## src/rtl/region_guard.sv

```systemverilog
module region_guard #(
  parameter int NUM_REGIONS = 4,
  parameter int ADDR_W = 32,
  parameter int ID_W = 5,
  parameter logic [31:0] VERSION = 32'h0240_1106
) (
  input  logic              clk,
  input  logic              rst_n,
  input  logic              reg_we,
  input  logic [11:0]       reg_addr,
  input  logic [31:0]       reg_wdata,
  output logic [31:0]       reg_rdata,
  input  logic              acc_valid,
  input  logic [ADDR_W-1:0] acc_addr,
  input  logic [1:0]        acc_mode,
  input  logic [ID_W-1:0]   acc_id,
  input  logic [1:0]        acc_type,
  output logic              acc_allow,
  output logic              irq
);
  localparam logic [11:0] A_EN   = 12'h000;
  localparam logic [11:0] A_FUNC = 12'h0C4;
  localparam logic [11:0] A_STAT = 12'h0C8;
  localparam logic [11:0] A_CLR  = 12'h0CC;
  localparam logic [11:0] A_INF0 = 12'h0D0;
  localparam logic [11:0] A_INF1 = 12'h0D4;
  localparam logic [11:0] A_IEN  = 12'h0D8;
  localparam logic [11:0] A_CKG  = 12'h0DC;
  localparam logic [11:0] A_VER  = 12'h7FC;
  localparam logic [11:0] ATTR_MASK = 12'hF77;

  logic [NUM_REGIONS-1:0] win_en;
  logic func_en, int_en, clk_keep;
  logic [1:0] status;
  logic [NUM_REGIONS-1:0] info_region;
  logic [1:0] info_mode;
  logic [ID_W-1:0] info_id;
  logic [ADDR_W-1:0] info_addr;

  logic [NUM_REGIONS-1:0][ADDR_W-1:0] lo_w, hi_w;
  logic [NUM_REGIONS-1:0][11:0] attr_w;
  logic [NUM_REGIONS-1:0] match, grant;

  logic [3:0] right_sel;
  logic       req_ok;
  assign right_sel = {acc_mode, 2'b00} + ((acc_type == 2'd0) ? 4'd2 : (acc_type == 2'd1) ? 4'd1 : 4'd0);
  assign req_ok = (acc_mode != 2'd3) && (acc_type != 2'd3);

  genvar g;
  generate
    for (g = 0; g < NUM_REGIONS; g++) begin : gen_win
      localparam logic [11:0] OFS = 12'(4 + 12 * g);
      logic [ADDR_W-1:0] lo, hi;
      logic [11:0] attr;
      always_ff @(posedge clk or negedge rst_n) begin
        if (!rst_n) begin
          lo   <= '0;
          hi   <= '1;
          attr <= '0;
        end else if (reg_we && !attr[11]) begin
          if (reg_addr == OFS)         lo   <= reg_wdata[ADDR_W-1:0];
          if (reg_addr == OFS + 12'd4) hi   <= reg_wdata[ADDR_W-1:0];
          if (reg_addr == OFS + 12'd8) attr <= reg_wdata[11:0] & ATTR_MASK;
        end
      end
      assign lo_w[g]   = lo;
      assign hi_w[g]   = hi;
      assign attr_w[g] = attr;
      assign match[g]  = win_en[g] && (acc_addr >= lo) && (acc_addr <= hi);
      assign grant[g]  = match[g] && req_ok && attr[right_sel];
    end
  endgenerate

  logic hit, viol, clr;
  logic [1:0] kind;
  assign hit       = |match;
  assign acc_allow = !func_en || (|grant);
  assign viol      = acc_valid && !acc_allow;
  assign kind      = hit ? 2'b01 : 2'b10;
  assign clr       = reg_we && (reg_addr == A_CLR) && reg_wdata[0];
  assign irq       = int_en && (|status);

  always_ff @(posedge clk or negedge rst_n) begin
    if (!rst_n) begin
      win_en   <= NUM_REGIONS'(1);
      func_en  <= 1'b1;
      int_en   <= 1'b0;
      clk_keep <= 1'b1;
    end else if (reg_we) begin
      if (reg_addr == A_EN)   win_en   <= reg_wdata[NUM_REGIONS-1:0];
      if (reg_addr == A_FUNC) func_en  <= reg_wdata[0];
      if (reg_addr == A_IEN)  int_en   <= reg_wdata[0];
      if (reg_addr == A_CKG)  clk_keep <= reg_wdata[0];
    end
  end

  always_ff @(posedge clk or negedge rst_n) begin
    if (!rst_n) begin
      status      <= '0;
      info_region <= '0;
      info_mode   <= '0;
      info_id     <= '0;
      info_addr   <= '0;
    end else if (viol) begin
      status <= (clr ? 2'b00 : status) | kind;
      if (clr || status == 2'b00) begin
        info_region <= match;
        info_mode   <= acc_mode;
        info_id     <= acc_id;
        info_addr   <= acc_addr;
      end
    end else if (clr) begin
      status <= '0;
    end
  end

  always_comb begin
    reg_rdata = '0;
    case (reg_addr)
      A_EN:   reg_rdata = 32'(win_en);
      A_FUNC: reg_rdata = {31'd0, func_en};
      A_STAT: reg_rdata = {30'd0, status};
      A_INF0: reg_rdata = {9'd0, 5'(info_id), info_mode, 12'd0, 4'(info_region)};
      A_INF1: reg_rdata = 32'(info_addr);
      A_IEN:  reg_rdata = {31'd0, int_en};
      A_CKG:  reg_rdata = {31'd0, clk_keep};
      A_VER:  reg_rdata = VERSION;
      default: reg_rdata = '0;
    endcase
    for (int i = 0; i < NUM_REGIONS; i++) begin
      if (reg_addr == 12'(4 + 12 * i))  reg_rdata = 32'(lo_w[i]);
      if (reg_addr == 12'(8 + 12 * i))  reg_rdata = 32'(hi_w[i]);
      if (reg_addr == 12'(12 + 12 * i)) reg_rdata = {20'd0, attr_w[i]};
    end
  end
endmodule

```

## config.mk

```make
export PLATFORM = sky130hd
export DESIGN_NAME = region_guard
export DESIGN_NICKNAME = d
export VERILOG_FILES = /design/src/rtl/region_guard.sv
export SDC_FILE = /design/constraint.sdc
export NUM_CORES = 1
export LEC_CHECK = 0
export BUFFER_PORTS_ARGS = -buffer_cell sky130_fd_sc_hd__buf_4
export CORE_MARGIN = 2
export CORE_UTILIZATION = 50
export DETAILED_ROUTE_END_ITERATION = 6
export PLACE_DENSITY = 0.77
export RECOVER_POWER = 100
export SLEW_MARGIN = 10
export SYNTH_ARGS = -nofsm -noshare
export SYNTH_HDL_FRONTEND = slang
export SYNTH_SLANG_ARGS = --single-unit
```

## constraint.sdc

```tcl
create_clock -name clk -period 3.3 [get_ports clk]
set_clock_uncertainty 0.1 [all_clocks]
set_input_delay 0.495 -clock clk [delete_from_list [all_inputs] [get_ports clk]]
set_output_delay 0.495 -clock clk [all_outputs]
set_load 0.01 [all_outputs]
```

# Word level (Yosys, flattened, before mapping)
# Index checks and enable logic that the tools add are counted.
# word_totals
wordCells,137
register_bits,348
# op_classes
n_addsub,1
n_bitwise,1
n_eq_ne,23
n_lt_le_gt_ge,9
n_reduce_logical,56
muxes,26
# ops
cell,count
two-way mux 32 bit,12
one-hot mux 32 bit (8 select lines),1
>= comparator 32 bit,4
<= comparator 32 bit,4
"equality test 12 x 8 -> 1 bit, second input constant",7
"equality test 12 x 6 -> 1 bit, second input constant",5
"equality test 12 x 5 -> 1 bit, second input constant",4
AND reduction 2 bit,17
logical AND 1 bit,25
"equality test 12 x 4 -> 1 bit, second input constant",2
binary-select mux 1 bit (select 4 bit),4
"equality test 12 x 11 -> 1 bit, second input constant",1
"equality test 12 x 3 -> 1 bit, second input constant",1
logical NOT 12 bit,1
two-way mux 2 bit,4
OR reduction 4 bit,2
logical NOT 1 bit,6
"less-than comparator 4 x 5 -> 1 bit, second input constant",1
two-way mux 1 bit,5
adder 4 x 2 -> 4 bit,1
logical NOT 2 bit,2
"inequality test 2 bit, second input constant",2
"equality test 2 x 1 -> 1 bit, second input constant",1
logical OR 1 bit,2
2 further kinds,2

# Longest topological paths before layout
# Gate-level depths: netlist (run 1).
# depth
ltp_word,14
mapped_depth,12
mapped_depth_nobuf,11

# Worst setup path after synthesis (run 1)
# No wires, ideal clock.
# synth_timing
path_kind,input to register
startpoint,input port acc_addr[27]
endpoint,register info_addr[0]
t_arrival_ps,2942
path_stages,11
required_time_ps,3075
setup_time_ps,125
setup_slack_ps,133
cell_sequence,ha_1 > a21o_1 > a221o_1 > a21oi_2 > o221ai_2 > a211o_1 > a32oi_2 > o211ai_2 > a21oi_4 > buf_12 > mux2_4
# synth_via
elab_chain_len,10
elab_cells_between_ends,29
# synth_lines
element,line_no,text
from (decl),14,"input logic [ADDR_W-1:0] acc_addr,"
>= comparator 32 bit,69,assign match[g] = win_en[g] && (acc_addr >= lo) && (acc_addr <= hi);
logical AND 1 bit (2 in a row),69,
logical AND 1 bit (2 in a row),70,assign grant[g] = match[g] && req_ok && attr[right_sel];
OR reduction 4 bit (*),77,assign acc_allow = !func_en || (|grant);
logical OR 1 bit (*),77,
logical NOT 1 bit (*),78,assign viol = acc_valid && !acc_allow;
logical AND 1 bit (*),78,
AND reduction 2 bit (no line) (*),n/a,
to (signal assigned),110,info_addr <= acc_addr;
to (decl),38,logic [ADDR_W-1:0] info_addr;
# Every way passes the cells marked *; elsewhere a longest branch is shown, timed or not.
# A chain may end at the register's enable or synchronous reset.

# Worst setup path in the final report (run 1)
# layout_timing
startpoint,input port reg_addr[10]
endpoint,output port reg_rdata[6]
# layout_via
elab_chain_len,14
elab_cells_between_ends,33
# layout_lines
element,line_no,text
from (decl),10,"input logic [11:0] reg_addr,"
"equality test 12 x 11 -> 1 bit, or another cell as far along",119,case (reg_addr)
one-hot mux 32 bit (8 select lines),119,
two-way mux 32 bit,131,if (reg_addr == 12'(4 + 12 * i)) reg_rdata = 32'(lo_w[i]);
two-way mux 32 bit,132,if (reg_addr == 12'(8 + 12 * i)) reg_rdata = 32'(hi_w[i]);
two-way mux 32 bit,133,"if (reg_addr == 12'(12 + 12 * i)) reg_rdata = {20'd0, attr_w[i]};"
two-way mux 32 bit,131,
two-way mux 32 bit,132,
two-way mux 32 bit,133,
two-way mux 32 bit,131,
two-way mux 32 bit,132,
two-way mux 32 bit,133,
two-way mux 32 bit,131,
two-way mux 32 bit,132,
two-way mux 32 bit (*),133,
to (decl),12,"output logic [31:0] reg_rdata,"
# Marks and branches as above.

==> summary.md, run 1 <==
| Metric | Value |
|---|---|
| Status | `finished, violations left` |
| Failing checks | `DRC, capacitance limit, slew limit, setup timing` |
| Filler Cells Inserted | `about 3,300` |
| Setup CP Type | `input port to primary output` |
| Num CTS Buffers | `41` |
| CP arrival | `around 3400 ps` |
| Pwr dens | `~350 nW/um2` |
| N_diodes | `0` |
| Post-route setup slack | `-658 ps` |
| Startpoint class of the critical path | `input port` |
| Fin nets | `~2,900` |
| Longest Clk Path Bufs | `3` |
| Final Hold Vio Count | `0` |
| Drt pass-1 iters | `7` |
| Synth Cell Area | `approximately 22,000 um2` |
| Area leader, netlist | `dfrtp_1` |
| RSZ-0062 raised after global routing | `yes` |
| Flop2flop setup slack | `-200 ps` |
| Largest net degree at the start of global routing | `81` |
| Maxcap violations | `1` |
| Fin crit period | `3960 ps` |
| GRT Util Overall | `0.352` |
| Period utilization | `1.20` |
| Worst-skew pair later-pin latency | `approximately 580 ps` |
| Synth unique cells | `68` |
| Top cell type's share of synthesized area | `0.245` |
| Syn avg cell area | `~10 um2` |
| Rows | `77` |
| EDFF count, synth | `0` |
| Design area | `between 20,000 and 30,000 um2` |
| Hold path startpoint | `acc_id[3]` |
| First-pass GRT wire length | `between 100,000 and 150,000 um` |
| Synth cell count leaders | `258 x inv_1, 256 x ha_1, 230 x mux2_2` |
| Post-Synth Adder-Cell Area | `0.144` |
| Min-Delay Path Class | `input port to register` |
| Hold Crit Endpoint | `info_id[3]$_DFFE_PN0P_` |
| Clock Pin Slew Worst Setup and Hold Paths | `60 ps` |
| Main synth FF type | `dfrtp_1` |
| Post-synthesis sequential area ratio | `0.400` |
| Initial drt markers | `~2,100` |
| Max_slew headroom | `-0.322` |
| CP endpoint kind | `primary output` |
| Share of cells above drive strength 1 | `0.423` |
| WL final | `around 83,000 um` |
| Via count | `approximately 20,000` |
| Ys async rst share | `1.00` |
| P_leak | `approximately 0.013 uW` |
| Placer Congestion | `about 1` |
| Worst-margin pin slew | `between 1500 and 2000 ps` |
| Antenna violations before repair | `0` |
| Synth Warn # | `0` |
| Post-synthesis xor/xnor area fraction | `0` |
| Finished Layout Cells | `3,213` |
| Worst r2r dst | `info_addr[24]$_DFFE_PN0P_` |
| Placed Cells | `about 3,100` |
| Number of global-route vias before repair | `20,600` |
| Post-route ant nets | `0` |
| I/O pin cnt | `between 100 and 150` |
| Most frequent cell after synthesis | `inv_1` |
| Total gr overflow | `0` |
| IO Port Bufs | `about 120` |
| H-tree Lvls | `2` |
| Core ar. | `44,000 um2` |
| Die height | `about 210 um` |
| CP max FO | `7` |
| CTS root buffer | `clkbuf_16` |
| Final Max Tran Viols | `approximately 70` |
| DRC viols | `5` |
| Main combinational cell family by area after synthesis | `multiplexers` |
| Post-Syn Nets | `roughly 2,500` |
| VDD IR max | `about 0.41 mV` |
| R2R depth | `15` |
| Utilization after layout | `0.657` |
| Hpwl dp | `approximately 60,000 um` |
| Fmax | `253 MHz` |
| Die area | `roughly 46,000 um2` |
| Initial Utilization | `0.504` |
| Area post-placement | `roughly 26,000 um2` |
| Simple logic cell fraction of the synthesized area | `0.0885` |
| Synth Area in Compound Gates | `0.148` |
| Final setup fails | `98` |
| Hold Path Stages | `2` |
| Gate Count Post-Synth | `around 2,100` |
| CTS Sinks | `~350` |
| Layout area overhead | `30.4%` |
| Via-to-Cell Ratio | `~6.3` |
| Critical path required time | `roughly 2700 ps` |
| Synth top area cells | `dfrtp_1 24%, dfstp_2 16%, ha_1 14%, mux2_2 12%, inv_1 4.4%` |
| CTS tree | `built` |
| Reg2reg start | `gen_win[2].lo[10]$_DFFE_PN0P_` |
| Chip Width | `roughly 210 um` |
| Wire length per cell | `25.8 um` |
| Post-synthesis mux area share | `0.157` |
| Seq cells post-synth | `approximately 350` |
| Min Hold Slack | `roughly 61 ps` |
-- placed cells by master (no fill, tap or decap), types with 14 or more instances in the layout --
| cell | instances |
|---|---|
| clkbuf_16 | 42 |
| a221oi_2 | 18 |
| o21ai_0 | 98 |
| dfstp_2 | 131 |
| ha_1 | 219 |
| dfrtp_1 | 217 |
| a22oi_1 | 36 |
| ha_4 | 35 |
| inv_1 | 242 |
| a221oi_1 | 17 |
| clkbuf_1 | 25 |
| nor2_1 | 48 |
| nand3_1 | 61 |
| inv_2 | 16 |
| a21oi_2 | 14 |
| nand2_1 | 153 |
| nand4_1 | 51 |
| a21o_1 | 32 |
| mux2i_1 | 20 |
| buf_4 | 401 |
| clkbuf_2 | 15 |
| buf_12 | 20 |
| mux2_4 | 41 |
| a222oi_1 | 29 |
| a21oi_1 | 87 |
| mux2_2 | 227 |
| buf_6 | 30 |
-- layout make-up --
| class | count | area [um2] | share of cell area |
|---|---|---|---|
| multi-input cells | 1446 | 13000 | 0.449 |
| flip-flops and latches | 348 | 8870 | 0.307 |
| repair buffers | 493 | 4040 | 0.139 |
| clock buffers | 60 | 1170 | 0.0404 |
| inverters | 258 | 968 | 0.0335 |
| well taps | 592 | 741 | 0.0256 |
| clock inverters | 16 | 161 | 0.00558 |
-- how the worst max path moves through the flow --
stage | from | to | slack (ps) | cells after the start
after floorplan | acc_addr[27] | info_addr[0]$_DFFE_PN0P_ | 130 | 11
after global placement | acc_addr[15] | info_addr[24]$_DFFE_PN0P_ | -490 | 15
after detailed placement | acc_addr[1] | info_addr[24]$_DFFE_PN0P_ | -580 | 16
after CTS | gen_win[1].hi[17]$_DFFE_PN1P_ | acc_allow | -540 | 13
after global routing | gen_win[1].hi[15]$_DFFE_PN1P_ | acc_allow | -720 | 12
final | reg_addr[10] | reg_rdata[6] | -660 | 12
-- flip-flops by register name, summed over array words and instances (netlist names), 2 cells and up --
register      flops
gen_win.hi      128
gen_win.lo      128
gen_win.attr     40
info_addr        32
info_id           5
info_region       4
win_en            4
info_mode         2
status            2
-- power by group --
group / switching, uW / total, uW / internal, uW / leakage (uW)
clock network: 1960 / 4590 / 2630 / 0.000652
registers: 29.5 / 4350 / 4320 / 0.00421
logic: 615 / 1070 / 452 / 0.00857
-- logic make-up after synthesis --
family          Yosys count
buf+inv                 346
flops                   348
compound gates          481
simple gates            410
mux                     299
fa+ha+maj               256
-- repair_timing --
action / CTS / global route
resized for setup: 101 / 153
setup endpoints to repair: 76 / 68
setup buffers: 14 / 27
endpoints found under the hold margin: 48 / 0
pin swaps: 44 / 71
hold buffers: 1 / 0
gates cloned: 2 / 1
-- worst max-delay path: stages --
cell	delay, ps
clkbuf_1	80
or4_1	610
or3_1	460
clkdlybuf4s25_1	330
buf_6	140
nor2_4	120
clkbuf_1	410
a222oi_1	140
a21oi_1	200
a221oi_2	60
nand3_1	180
buf_6	120
-- routing by layer --
layer  up-vias  global-route usage  share of wire
li1       8713                   -              -
met1     10100               0.461           0.39
met2      1182               0.547           0.45
met3       322              0.0702          0.096
met4         0               0.195          0.064
met5         -                   0              0
-- through the flow --
step,total power (uW),TNS (ps),worst slack (ps)
4_1_cts,9970,-8140,-539
3_3_place_gp,5350,-27590,-490
5_1_grt,10300,-40180,-720
6_report,10000,-23320,-658
2_1_floorplan,4780,0,133
3_5_place_dp,5380,-31110,-582
No activity file was read; power rests on OpenSTA's default activity.
==> run 2, diff against run 1 <==
--- a/config.mk
+++ b/config.mk
@@ -8,8 +8,9 @@
 export BUFFER_PORTS_ARGS = -buffer_cell sky130_fd_sc_hd__buf_4
 export CORE_MARGIN = 2
 export CORE_UTILIZATION = 50
+export CTS_CLUSTER_DIAMETER = 80
 export DETAILED_ROUTE_END_ITERATION = 6
-export PLACE_DENSITY = 0.77
+export PLACE_DENSITY = 0.74
 export RECOVER_POWER = 100
 export SLEW_MARGIN = 10
 export SYNTH_ARGS = -nofsm -noshare
==> constraint.sdc (replaced) <==
create_clock -name clk -period 4.8 [get_ports clk]
set_clock_uncertainty 0.1 [all_clocks]
set_input_delay 0.72 -clock clk [delete_from_list [all_inputs] [get_ports clk]]
set_output_delay 0.72 -clock clk [all_outputs]
set_load 0.01 [all_outputs]
==> run 2 against run 1 <==
Against the previous run:
- the run ends with capacitance limit, slew limit left
- setup slack better by 700 ps
- sequential power shrank 31%
- register-to-register slack improved by 590 ps
- non-clock buffer count down 324
- flip-flop and latch count unchanged
- via count down 9.0%
- largest power group unchanged
- global-route usage fell by 2.5 points
- cell count down 10%
- die area unchanged
- clock power fell by 31%
- critical endpoint is now acc_allow
- core utilization decreased by 9.1 points
- highest routed layer unchanged
==> summary.md, run 2 (synthesis results as in run 1) <==
| Metric | Value |
|---|---|
| CTS root buffer | `clkbuf_16` |
| Wire length per cell | `between 20 and 30 um` |
| Fin nets | `~2,600` |
| Critical path required time | `roughly 4000 ps` |
| Initial drt markers | `between 2,000 and 2,500` |
| Reg2reg start | `gen_win[2].lo[2]$_DFFE_PN0P_` |
| Placer Congestion | `slightly below 1` |
| Via-to-Cell Ratio | `around 6.4` |
| Failing checks | `capacitance limit, slew limit` |
| Drt pass-1 iters | `6` |
| Final setup fails | `0` |
| Hold Path Stages | `2` |
| Largest stage delay, worst path | `between 600 and 700 ps` |
| PostCTS Resize Cnt | `0` |
| CP arrival | `~4000 ps` |
| WL final | `between 70,000 and 80,000 um` |
| DRC viols | `0` |
| Worst-path cell chain | `buf_4 -> inv_1 -> ha_1 -> nand2b_1 -> a31oi_1 -> o211ai_1 -> a221oi_1 -> o211ai_2 -> a32oi_2 -> o211ai_2 -> nand2_1 -> nand2_1 -> buf_4` |
| Num CTS Buffers | `40` |
| Core ar. | `around 44,000 um2` |
| CTS Hold Bufs | `0` |
| Setup CP Type | `input port to primary output` |
| RSZ-0062 raised after global routing | `no` |
| Hold path startpoint | `acc_id[3]` |
| CTS tree | `built` |
| Final setup TNS | `0 ps` |
| Flop2flop setup slack | `slightly below 400 ps` |
| Commonest non-fill, non-tap cell in the layout | `inv_1` |
| Worst-skew pair later-pin latency | `570 ps` |
| Final Power | `slightly below 7000 uW` |
| Final Max Tran Viols | `between 400 and 500` |
| Initial Utilization | `0.504` |
| P_leak | `0.0114 uW` |
| I/O pin cnt | `between 100 and 150` |
| Share of cells above drive strength 1 | `0.247` |
| CP max FO | `8` |
| Rows | `77` |
| Die height | `~210 um` |
| Period utilization | `0.991` |
| Max_slew headroom | `-0.619` |
| Longest Clk Path Bufs | `3` |
| Chip Width | `around 210 um` |
| Critical path origin | `acc_addr[0]` |
| Total gr overflow | `0` |
| Layout area overhead | `12.4%` |
| Status | `finished, violations left` |
| Post-route ant nets | `0` |
| CTS Sinks | `about 350` |
| Antenna violations before repair | `0` |
| Worst r2r dst | `info_addr[18]$_DFFE_PN0P_` |
| Clock Pin Slew Worst Setup and Hold Paths | `about 60 ps` |
| VDD IR max | `0.242 mV` |
| R2R depth | `12` |
| Hold Crit Endpoint | `info_id[3]$_DFFE_PN0P_` |
| CP endpoint kind | `primary output` |
| Via count | `18,500` |
| Worst-margin pin slew | `~2400 ps` |
| Pwr dens | `roughly 270 nW/um2` |
| IO Port Bufs | `122` |
| Final Hold Vio Count | `0` |
| Post-CTS setup buffers | `0` |
| Largest net degree at the start of global routing | `142` |
| Commonest non-fill, non-tap cells in the layout | `258 x inv_1, 256 x ha_1, 230 x mux2_2` |
| CP max-delay cell | `a221oi_1` |
| Min-Delay Path Class | `input port to register` |
| Number of global-route vias before repair | `between 15,000 and 20,000` |
| Hpwl dp | `approximately 55,000 um` |
| Fin crit period | `about 4800 ps` |
| GRT Util Overall | `0.327` |
| Die area | `46,100 um2` |
| Regs by FF count | `gen_win.hi (128), gen_win.lo (128), gen_win.attr (40)` |
| Maxcap violations | `7` |
| Startpoint class of the critical path | `input port` |
| Fmax | `210 MHz` |
| H-tree Lvls | `2` |
| First-pass GRT wire length | `around 110,000 um` |
-- run 2: cell count changes in the layout (fill, tap and decap cells not counted), sizes merged --
cell / delta
dlygate4sd3: -1
clkinv: -6
inv: -1
bufinv: +3
clkdlybuf4s25: -1
buf: -337
clkbuf: +13
diode: +2
clkinvlp: +1
-- run 2: worst max-delay path, delay by kind of cell --
family                   cells  cell delay [ps]
AO/OA/AOI/OAI                6             1990
buffers and inverters        3              540
AND/OR/NAND/NOR              3              400
adder cells (fa/ha/maj)      1              290
-- run 2: how the worst max path moves through the flow --
| stage | endpoint |
|---|---|
| after floorplan | reg_rdata[9] |
| after global placement | acc_allow |
| after detailed placement | acc_allow |
| after CTS | acc_allow |
| after global routing | acc_allow |
| final | acc_allow |
-- run 2: final cells by class --
cell class                      instances  area [um2]
Fill cell                            3883       19100
Clock buffer                           58        1150
Antenna cell                            2        5.00
Multi-Input combinational cell       1446       11800
Sequential cell                       348        8870
Clock inverter                         13         198
Timing Repair Buffer                  169        1180
Tap cell                              592         741
Inverter                              258         968
-- run 2: routing by layer --
layer  up-vias  global-route usage  wire, um
li1       8069                   -         -
met1      9231               0.439     31100
met2       951               0.510     33800
met3       202              0.0638      7070
met4         0               0.153      3730
met5         -                   0         0
-- run 2: stage by stage --
step | setup WS, ps | instances | hold WS, ps | utilization | cell area [um2]
after CTS | 130 | 2884 | 111 | 0.576 | 25400
final | 41.6 | 2886 | 273 | 0.567 | 24900
after detailed placement | 133 | 2813 | 389 | 0.546 | 24000
after global placement | 220 | 2813 | 366 | 0.546 | 24000
after floorplan | 1280 | 2140 | 324 | - | 22200
after global routing | 9.89 | 2884 | 273 | 0.566 | 24900
-- run 2: power by group --
| part | total, uW | internal [uW] | switching (uW) |
|---|---|---|---|
| combinational | 560 | 197 | 364 |
| clock | 3190 | 1930 | 1260 |
| sequential | 2990 | 2970 | 17.9 |
| total | 6740 | 5090 | 1640 |
==> run 3, diff against run 2 <==
--- a/config.mk
+++ b/config.mk
@@ -5,12 +5,13 @@
 export SDC_FILE = /design/constraint.sdc
 export NUM_CORES = 1
 export LEC_CHECK = 0
+export ABC_AREA = 1
 export BUFFER_PORTS_ARGS = -buffer_cell sky130_fd_sc_hd__buf_4
 export CORE_MARGIN = 2
 export CORE_UTILIZATION = 50
 export CTS_CLUSTER_DIAMETER = 80
 export DETAILED_ROUTE_END_ITERATION = 6
-export PLACE_DENSITY = 0.74
+export PLACE_DENSITY = 0.72
 export RECOVER_POWER = 100
 export SLEW_MARGIN = 10
 export SYNTH_ARGS = -nofsm -noshare
==> run 3 against run 2 <==
Against the previous run:
- critical path depth decreased by 1
- global-route usage decreased by 0.091 points
- clock power is 4% higher
- first-iteration DRC count increased by 7.0%
- via count up 16%
- worst hold slack gained 25 ps
- synthesized area grew 2.5%
- largest cell class unchanged
- die area rose by 2.5%
- flip-flop and latch count unchanged
- core utilization is 0.32 points lower
- the run still ends with capacitance limit, slew limit left
- setup slack better by 250 ps
- power grew 4.2%
==> summary.md, run 3 <==
| Metric | Value |
|---|---|
| Commonest non-fill, non-tap cell in the layout | `nand2_1` |
| Commonest non-fill, non-tap cells in the layout | `829 x nand2_1, 389 x inv_1, 383 x o21ai_0` |
| Maxcap violations | `7` |
| CTS root buffer | `clkbuf_16` |
| Design area | `25,500 um2` |
| Area post-placement | `approximately 24,000 um2` |
| Regs by FF count | `gen_win.hi (128), gen_win.lo (128), gen_win.attr (40)` |
| Placed Cells | `about 3,600` |
| Die area | `around 47,000 um2` |
| RSZ-0062 raised after global routing | `no` |
| CP arrival | `between 3000 and 4000 ps` |
| Setup CP Type | `input port to primary output` |
| Syn avg cell area | `between 7 and 8 um2` |
| Post-Syn Nets | `between 3,000 and 4,000` |
| Num CTS Buffers | `42` |
| Post-route ant nets | `0` |
| Wire length per cell | `roughly 21 um` |
| Fmax | `approximately 220 MHz` |
| Fin crit period | `between 4000 and 5000 ps` |
| Period utilization | `0.940` |
| Worst-skew pair later-pin latency | `between 500 and 600 ps` |
| Failing checks | `capacitance limit, slew limit` |
| WL final | `76,500 um` |
| Longest Clk Path Bufs | `3` |
| Synth Warn # | `0` |
| DRC viols | `0` |
| VDD IR max | `between 0.2 and 0.25 mV` |
| Largest net degree at the start of global routing | `approximately 110` |
| CP endpoint kind | `primary output` |
| Final Hold Vio Count | `0` |
| Layout area overhead | `11.9%` |
| CTS tree | `built` |
| Pwr dens | `276 nW/um2` |
| Placer Congestion | `just over 1` |
| Via count | `21,400` |
| Max_slew headroom | `-1.05` |
| Status | `finished, violations left` |
| Main synth FF type | `dfrtp_1` |
| First-pass GRT wire length | `118,000 um` |
| Synth unique cells | `47` |
| Share of cells above drive strength 1 | `0.114` |
| Synth Cell Area | `about 23,000 um2` |
| Final setup TNS | `0 ps` |
| Synth cell count leaders | `827 x nand2_1, 387 x inv_1, 382 x o21ai_0` |
| Number of global-route vias before repair | `a little over 20,000` |
| PostCTS Resize Cnt | `0` |
| Seq cells post-synth | `approximately 350` |
| Ys async rst share | `1.00` |
| Area leader, netlist | `dfrtp_1` |
| CTS Hold Bufs | `0` |
| Most frequent cell after synthesis | `nand2_1` |
| CP max FO | `18` |
| N_diodes | `0` |
| Synth top area cells | `dfrtp_1 24%, dfstp_2 15%, ha_1 14%, nand2_1 14%, o21ai_0 8.4%` |
| Worst-margin pin slew | `just over 3000 ps` |
| Initial Utilization | `0.503` |
| GRT Util Overall | `0.326` |
| IO Port Bufs | `122` |
| EDFF count, synth | `0` |
| Top cell type's share of synthesized area | `0.239` |
| Chip Width | `roughly 220 um` |
| Total gr overflow | `0` |
| Gate Count Post-Synth | `2,968` |
| Final Max Tran Viols | `around 500` |
| Rows | `78` |
| Core ar. | `45,200 um2` |
| Drt pass-1 iters | `7` |
| Fin nets | `3,399` |
| Clock Pin Slew Worst Setup and Hold Paths | `about 60 ps` |
| Post-CTS setup buffers | `0` |
| Filler Cells Inserted | `around 4,300` |
| Final setup fails | `0` |
| I/O pin cnt | `between 100 and 150` |
| Via-to-Cell Ratio | `between 5 and 6` |
| Finished Layout Cells | `between 3,000 and 4,000` |
| Post-synthesis sequential area ratio | `0.390` |
| Initial drt markers | `2,354` |
| P_leak | `0.0112 uW` |
| Min-Delay Path Class | `input port to register` |
| Die height | `around 220 um` |
| H-tree Lvls | `2` |
| CTS Sinks | `between 300 and 400` |
| Antenna violations before repair | `1` |
| Critical path required time | `~4000 ps` |
| Startpoint class of the critical path | `input port` |
| Hpwl dp | `57,600 um` |
## run 3: kinds of logic after synthesis
logic type | synth area share
flip-flops | 0.390
buffers and inverters | 0.0877
AND/OR/NAND/NOR | 0.216
adder cells (fa/ha/maj) | 0.141
AO/OA/AOI/OAI | 0.166
## run 3: power breakdown
| group | internal [uW] | switching (uW) |
|---|---|---|
| clock network | 2000 | 1330 |
| registers | 2990 | 34.5 |
| logic | 218 | 447 |
## run 3: metal layers
metal / global-route usage / wire (um)
met1: 0.471 / 33000
met2: 0.475 / 32200
met3: 0.0792 / 8640
met4: 0.115 / 2610
met5: 0 / 13
## run 3: area by class of cell
type,instances,area [um2],share of cell area
tap,600,751,0.0295
timing repair buffer,149,1020,0.0402
multi-input combinational,2111,11900,0.467
inverter,402,1510,0.0593
clock inverter,16,191,0.00752
sequential,348,8870,0.349
clock buffer,61,1230,0.0485
## run 3: final timing paths
kind                                                 end  depth (start not counted)  slack [ps]                    startpoint
hold / removal                    info_id[1]$_DFFE_PN0P_                          3         300                     acc_id[1]
setup / recovery                           reg_rdata[31]                         12         290                  reg_addr[11]
hold reg to reg               info_region[0]$_DFFE_PN0P_                          2         380    info_region[0]$_DFFE_PN0P_
setup reg to reg                info_mode[0]$_DFFE_PN0P_                         17         440  gen_win[3].hi[7]$_DFFE_PN1P_
min in group asynchronous  gen_win[3].lo[31]$_DFFE_PN0P_                          1         980                         rst_n
max in group asynchronous       info_addr[2]$_DFFE_PN0P_                          2         920                         rst_n
## run 3: metrics by stage
step           utilization  worst slack, ps  hold slack, ps  total power (uW)
2_1_floorplan            -             1600             324              3390
6_report             0.563              289             298              7020
3_3_place_gp         0.536              520             364              3700
4_1_cts              0.568              493             145              7030
5_1_grt              0.563              153             311              7250
3_5_place_dp         0.536              514             366              3730
## run 3: worst max-delay path, stage by stage
cell and delay, ps:
clkbuf_4 110, nor2_1 130, nand3_2 300, nor2_1 470, nand2_1 340, clkbuf_2 380
o22ai_1 260, o31ai_1 150, o211ai_1 130, a21oi_1 100, a211oi_1 390, clkbuf_1 200
